### src/rtl/gray_dither.sv
module gray_dither #(
  parameter int COL_W = 10,
  parameter int ROW_W = 9
) (
  input  logic             clk,
  input  logic             rst,
  input  logic             frame_start,
  input  logic             in_valid,
  input  logic [3:0]       code,
  input  logic [COL_W-1:0] col,
  input  logic [ROW_W-1:0] row,
  input  logic             invert,
  output logic             out_bit,
  output logic             out_valid
);
  localparam int FMOD = 90;
  localparam int FW   = $clog2(FMOD);
  localparam int MW   = (COL_W > ROW_W + 1) ? COL_W : ROW_W + 1;
  localparam int BW   = (MW > FW) ? MW : FW;
  localparam int SW   = BW + 2;

  logic [FW-1:0] fcnt;
  logic [3:0]    num, per, phase;
  logic [SW-1:0] sum;
  logic          on;

  always_comb begin
    case (code)
      4'd0:    begin num = 4'd0;  per = 4'd1;  end
      4'd1:    begin num = 4'd1;  per = 4'd9;  end
      4'd2:    begin num = 4'd1;  per = 4'd5;  end
      4'd3:    begin num = 4'd4;  per = 4'd15; end
      4'd4:    begin num = 4'd3;  per = 4'd9;  end
      4'd5:    begin num = 4'd2;  per = 4'd5;  end
      4'd6:    begin num = 4'd4;  per = 4'd9;  end
      4'd7:    begin num = 4'd1;  per = 4'd2;  end
      4'd8:    begin num = 4'd5;  per = 4'd9;  end
      4'd9:    begin num = 4'd3;  per = 4'd5;  end
      4'd10:   begin num = 4'd6;  per = 4'd9;  end
      4'd11:   begin num = 4'd11; per = 4'd15; end
      4'd12:   begin num = 4'd4;  per = 4'd5;  end
      4'd13:   begin num = 4'd8;  per = 4'd9;  end
      default: begin num = 4'd1;  per = 4'd1;  end
    endcase
  end

  assign sum = SW'(fcnt) + SW'(col) + {SW'(row), 1'b0} >> 0;

  always_comb begin
    case (per)
      4'd9:    phase = 4'(sum % SW'(9));
      4'd5:    phase = 4'(sum % SW'(5));
      4'd15:   phase = 4'(sum % SW'(15));
      4'd2:    phase = 4'(sum % SW'(2));
      default: phase = 4'd0;
    endcase
  end

  assign on = phase < num;

  always_ff @(posedge clk) begin
    if (rst) fcnt <= '0;
    else if (frame_start) fcnt <= (fcnt == FW'(FMOD - 1)) ? '0 : fcnt + 1'b1;
  end

  always_ff @(posedge clk) begin
    if (rst) begin
      out_bit   <= 1'b0;
      out_valid <= 1'b0;
    end else begin
      out_valid <= in_valid;
      if (in_valid) out_bit <= on ^ invert;
    end
  end

  assert_fcnt_range_R3: assert property (@(posedge clk) disable iff (rst)
    fcnt < FW'(FMOD));
  assert_fcnt_wrap_R3: assert property (@(posedge clk) disable iff (rst)
    frame_start && fcnt == FW'(FMOD - 1) |=> fcnt == '0);
  assert_fcnt_hold_R3: assert property (@(posedge clk) disable iff (rst)
    !frame_start |=> $stable(fcnt));
  assert_valid_follow_R2: assert property (@(posedge clk) disable iff (rst)
    in_valid |=> out_valid);
  assert_idle_hold_R9: assert property (@(posedge clk) disable iff (rst)
    !in_valid |=> !out_valid && $stable(out_bit));
  assert_dark_code_R6: assert property (@(posedge clk) disable iff (rst)
    in_valid && code == 4'd0 |=> out_bit == $past(invert));
  assert_full_code_R6: assert property (@(posedge clk) disable iff (rst)
    in_valid && code >= 4'd14 |=> out_bit == !$past(invert));
endmodule

### config.mk
export PLATFORM = sky130hd
export DESIGN_NAME = gray_dither
export DESIGN_NICKNAME = d
export VERILOG_FILES = /design/src/rtl/gray_dither.sv
export SDC_FILE = /design/constraint.sdc
export NUM_CORES = 1
export LEC_CHECK = 0
export ABC_AREA = 1
export BUFFER_PORTS_ARGS = -buffer_cell sky130_fd_sc_hd__buf_2
export CORE_MARGIN = 4
export CORE_UTILIZATION = 36
export DETAILED_ROUTE_END_ITERATION = 12
export GPL_TIMING_DRIVEN = 1
export PLACE_DENSITY = 0.6
export SLEW_MARGIN = 5
export SYNTH_ARGS = -nofsm -noshare
export SYNTH_HDL_FRONTEND = slang
export SYNTH_SLANG_ARGS = --single-unit
### constraint.sdc
create_clock -name clk -period 26.9 [get_ports clk]
set_input_delay 5.38 -clock clk [delete_from_list [all_inputs] [get_ports clk]]
set_output_delay 5.38 -clock clk [all_outputs]
set_load 0.005 [all_outputs]
# --- Word-level counts from Yosys, hierarchy flattened ---
# Memories as Yosys holds them, arrays and structs flattened.
# Cells that the tools add are included.
totals:
  ff_bits: 9
  rom_bits: 128
  in_bits: 28
  output_inout_bits: 2
  wordCells: 19
  memories: 1
classes:
  n_addsub: 3
  div: 3
  order_cmp: 1
  n_eq_ne: 5
  mux: 2
  bitwise: 1
mem_list:
  columns: ["memory", "depth", "width", "read_ports", "rd_clocked_by_memory_dff", "write_ports", "line_no", "rtl"]
  rows:
  - ["(no name shown)", 16, 8, 1, 0, 0, "28", "case (code)"]
op_table:
  columns: ["op", "n"]
  rows:
  - ["12-bit by 4-bit remainder unit with 12-bit output, second input constant", 2]
  - ["4-bit one-hot mux with 4 select lines", 1]
  - ["11-bit by 10-bit adder with 12-bit output", 1]
  - ["12-bit by 3-bit remainder unit with 12-bit output, second input constant", 1]
  - ["7-bit by 10-bit adder with 11-bit output", 1]
  - ["4-bit == test, second input constant", 2]
  - ["7-bit by 1-bit adder with 7-bit output, second input constant", 1]
  - ["7-bit == test, second input constant", 1]
  - ["7-bit two-way mux", 1]
  - ["4-bit by 2-bit == test with 1-bit output, second input constant", 1]
  - ["4-bit by 3-bit == test with 1-bit output, second input constant", 1]
  - ["4-bit less-than comparator", 1]
  - ["1-bit bitwise XOR", 1]

# --- Logic depth before layout (Yosys ltp) ---
logic_depth:
  depth_word: 6
  depth_mapped: 114
  depth_no_buf: 114

# --- Worst setup path before layout ---
# OpenSTA, ideal clock, no wires.
synth_path:
  kind: "input port to flip-flop"
  from: "input port col[1]"
  to: "register out_bit"
  setup_ns: 0.117
  t_arrival_ns: 20.857
  t_required_ns: 26.783
  setup_slack_ns: 5.926
  cell_stages: 111
  path_buffers: 0
  cell_sequence: "inv_1 -> fa_1 -> inv_1 -> ha_1 -> fa_1 -> nand2_2 -> nand2_2 -> nand3_2 -> nand2_1 -> nand2_1 -> a21oi_1 -> ha_1 -> inv_1 -> nor3_2 -> nand3_2 -> nand2_2 -> nand2_2 -> nand2_2 -> (+75 left out) -> inv_1 -> ha_1 -> ha_1 -> a21oi_1 -> nand2_1 -> a21oi_1 -> nand3_1 -> nor2_1 -> inv_1 -> o21ai_0 -> a21oi_1 -> ha_1 -> nand2_1 -> nand2_1 -> nand2_1 -> a21oi_1 -> nor2_1 -> nor2_1"
synth_via:
  elab_chain_len: 6
  word_cells_on_any_way: 8
  classes_between: "add/sub: 2; div: 3; order compare: 1; mux: 1; bitwise: 1"
synth_rtl:
  columns: ["item", "line_no", "rtl"]
  rows:
  - ["start, declared", "10", "input logic [COL_W-1:0] col,"]
  - ["7-bit by 10-bit adder with 11-bit output (*)", "47", "assign sum = SW'(fcnt) + SW'(col) + {SW'(row), 1'b0} >> 0;"]
  - ["11-bit by 10-bit adder with 12-bit output (*)", "47", null]
  - ["12-bit by 4-bit remainder unit with 12-bit output (tied with other cells)", "53", "4'd15: phase = 4'(sum % SW'(15));"]
  - ["4-bit one-hot mux with 4 select lines (*)", "50", "case (per)"]
  - ["4-bit less-than comparator (*)", "59", "assign on = phase < num;"]
  - ["1-bit bitwise XOR (*)", "72", "if (in_valid) out_bit <= on ^ invert;"]
  - ["end signal, assigned", "72", null]
  - ["end, declared", "13", "output logic out_bit,"]
# Every way passes the cells marked *; elsewhere a longest branch is shown, timed or not.
# A chain may end at the register's enable or synchronous reset.

# --- Worst setup path in the final report ---
# Ends and elaborated chain as after synthesis.

==> impl_metrics.tcl <==
set metrics [dict create \
    drv_slew 0 \
    timing.setup.tns_ns 0 \
    crit_top_cell "nand2_1" \
    synth_xor_area_frac 0.0527 \
    top_layer_used "met4" \
    synth-seq-area-share 0.0401 \
    outcome "complete, no violations" \
    synth_fp_nets 845 \
    grt_pass1_vias 4127 \
    critical-path-top-delay-family "simple AND/OR/NAND/NOR gates" \
    synth_area_leaders "nand2_1, ha_1, inv_1, nand3_1, nor2_1" \
    portBuffers 29 \
    initial_core_util 0.371 \
    htree_levels 1 \
    place_ws_ns 3.81 \
    finalInstanceArea_sq_um 4930 \
    finalWorstSetupSlack_ns 4.14 \
    tightest_slew_ns 1.02 \
    die_w_microns 120 \
    ys_types 46 \
    yosysTopAreaCell "nand2_1" \
    grt_overflow 0 \
    critPathRequiredTime_ns 27.02 \
    clock_latency_ns 0.24 \
    synthCells 753 \
    synth.area.mux_share 0.00251 \
    vias 4400 \
    ioPinCount 30 \
    totalWireLength_microns 9820 \
    synth-edff-count 0 \
    hold_viol_final 0 \
    wl_met1_microns 5070 \
    hold_path.class "flip-flop to flip-flop" \
    nNetsFinal 880 \
    std_cell_rows 40 \
    cts_made_buffers 3 \
    start_kind "input pin" \
    antenna_left 0 \
    rsz0062_at_grt "no" \
    core_sq_um 12100 \
    synth_top_family_by_area "simple AND/OR/NAND/NOR gates" \
    min_period_over_period 0.846 \
    synthAdderAreaFrac 0.193 \
    wl_met3_microns 314 \
    yosysWarnings 0 \
    die_h_microns 120 \
    area_delta_synth_final_pct 9.84 \
    dpl_cell_area_sq_um 4850 \
    drv_cap 0 \
    setup_viol 0 \
    met2_length_microns 4360 \
    syn_avg_cell_area_sq_um 5.96 \
    synth_compound_area_frac 0.0964 \
    drc 0 \
    gp_congestion 0.865 \
    drt_iter0_markers 151 \
    synth_simple_gate_area_frac 0.505 \
    cts_buffer_depth 2 \
    max_freq_mhz 43.9 \
    period_needed_ns 22.76 \
    grt_max_degree 12 \
    cp_num_buf_inv 16 \
    drt-pass1-iter-count 4 \
    max_stage_delay_ns 0.52 \
    cp.arrival_ns 22.88 \
    wl_per_cell_microns 10.3 \
    cts_root_buf "clkbuf_16" \
    post_cts_buffers 0 \
    cts_resized 0 \
    ys_top_cells_by_count "nand2_1, inv_1, nand3_1, nor2_1, ha_1" \
    synth_top_area_frac 0.180 \
    stdcell_count 955 \
    dpl.hpwl_microns 8570 \
    slew_headroom 0.311 \
    final_layout_size_suffix_gt1_frac 0.168 \
    grt_pass1_wl_microns 17800 \
    cp_max_fo 8 \
    antennaDiodeCount 0 \
    ys_seq_elements 9 \
    cp_slowest_cell "fa_1" \
    yosysMostFrequentCell "nand2_1" \
    clkTransAtPathRegs_ns 0.04 \
    syn_area_sq_um 4490 \
    place_inst 951 \
    cts.sinks 9 \
    async_reset_ff_frac 0 \
    cp-end-kind "flip-flop" \
    critPathKind "input pin to flip-flop" \
    vias_per_cell 4.61 \
    synth_ff_type "dfxtp_1" \
    cts-hold-fix-buffers 0 \
    grtUsageTotal 0.141 \
    antenna_found_initial 0 \
    dieArea_sq_um 14300 \
    finClkSkew_ns 0.00467 \
    cts_tree "built" \
]
## sequential cells by signal, summed over array words and instances (netlist names)
name       cells
out_valid      1
out_bit        1
fcnt           7
## stage by stage
stage | hold WS [ns] | utilization
6_report | 0.519 | 0.407
5_1_grt | 0.540 | 0.407
4_1_cts | 0.521 | 0.407
3_5_place_dp | 0.509 | 0.401
3_3_place_gp | 0.508 | 0.401
2_1_floorplan | 0.476 | -
## placed cells by master (no fill, tap or decap), drive strengths merged, types with 4 or more instances in the layout
cell type,instances
a21oi,30
xnor2,8
o21bai,4
inv,130
nand3b,6
xor2,19
nor2,75
or2,6
nor3,10
nand2,246
buf,31
nand3,86
o21ai,28
a31oi,4
clkbuf,4
ha,55
nand4,14
fa,9
dfxtp,9
## final cells by class
class / count / area (sq um)
Tap cell: 168 / 210
Inverter: 130 / 488
Clock buffer: 4 / 78.8
Sequential cell: 9 / 180
Multi-Input combinational cell: 613 / 3810
Timing Repair Buffer: 31 / 160
Fill cell: 1358 / 7180
## worst reg2reg max path: cells and delay by family (launching register included)
family	cells	cell delay (ns)
compound gates	21	4.03
buf+inv	15	1.11
flops	1	0.37
xor+xnor	6	1.26
simple gates	52	6.41
fa+ha+maj	15	4.60
## layer usage
layer,GRT usage,vias up
met5,0,-
met4,0.0150,0
met3,0.00848,9
met2,0.246,60
met1,0.199,1844
li1,-,2487
## kinds of logic after synthesis
group / Yosys count
mux: 1
xor+xnor: 27
buf+inv: 131
flops: 9
simple gates: 445
fa+ha+maj: 64
compound gates: 76
## final timing paths
| check | from | end | slack [ns] | depth (start not counted) |
|---|---|---|---|---|
| max | col[1] | out_bit | 4.14 | 110 |
| max reg2reg | fcnt[1] | out_bit | 9.01 | 109 |
| min | fcnt[6] | fcnt[6] | 0.52 | 2 |
| min reg2reg | fcnt[6] | fcnt[6] | 0.52 | 2 |
Power is not shown: default switching activity piles up to over one toggle a cycle in this logic, so the estimate is an artifact.
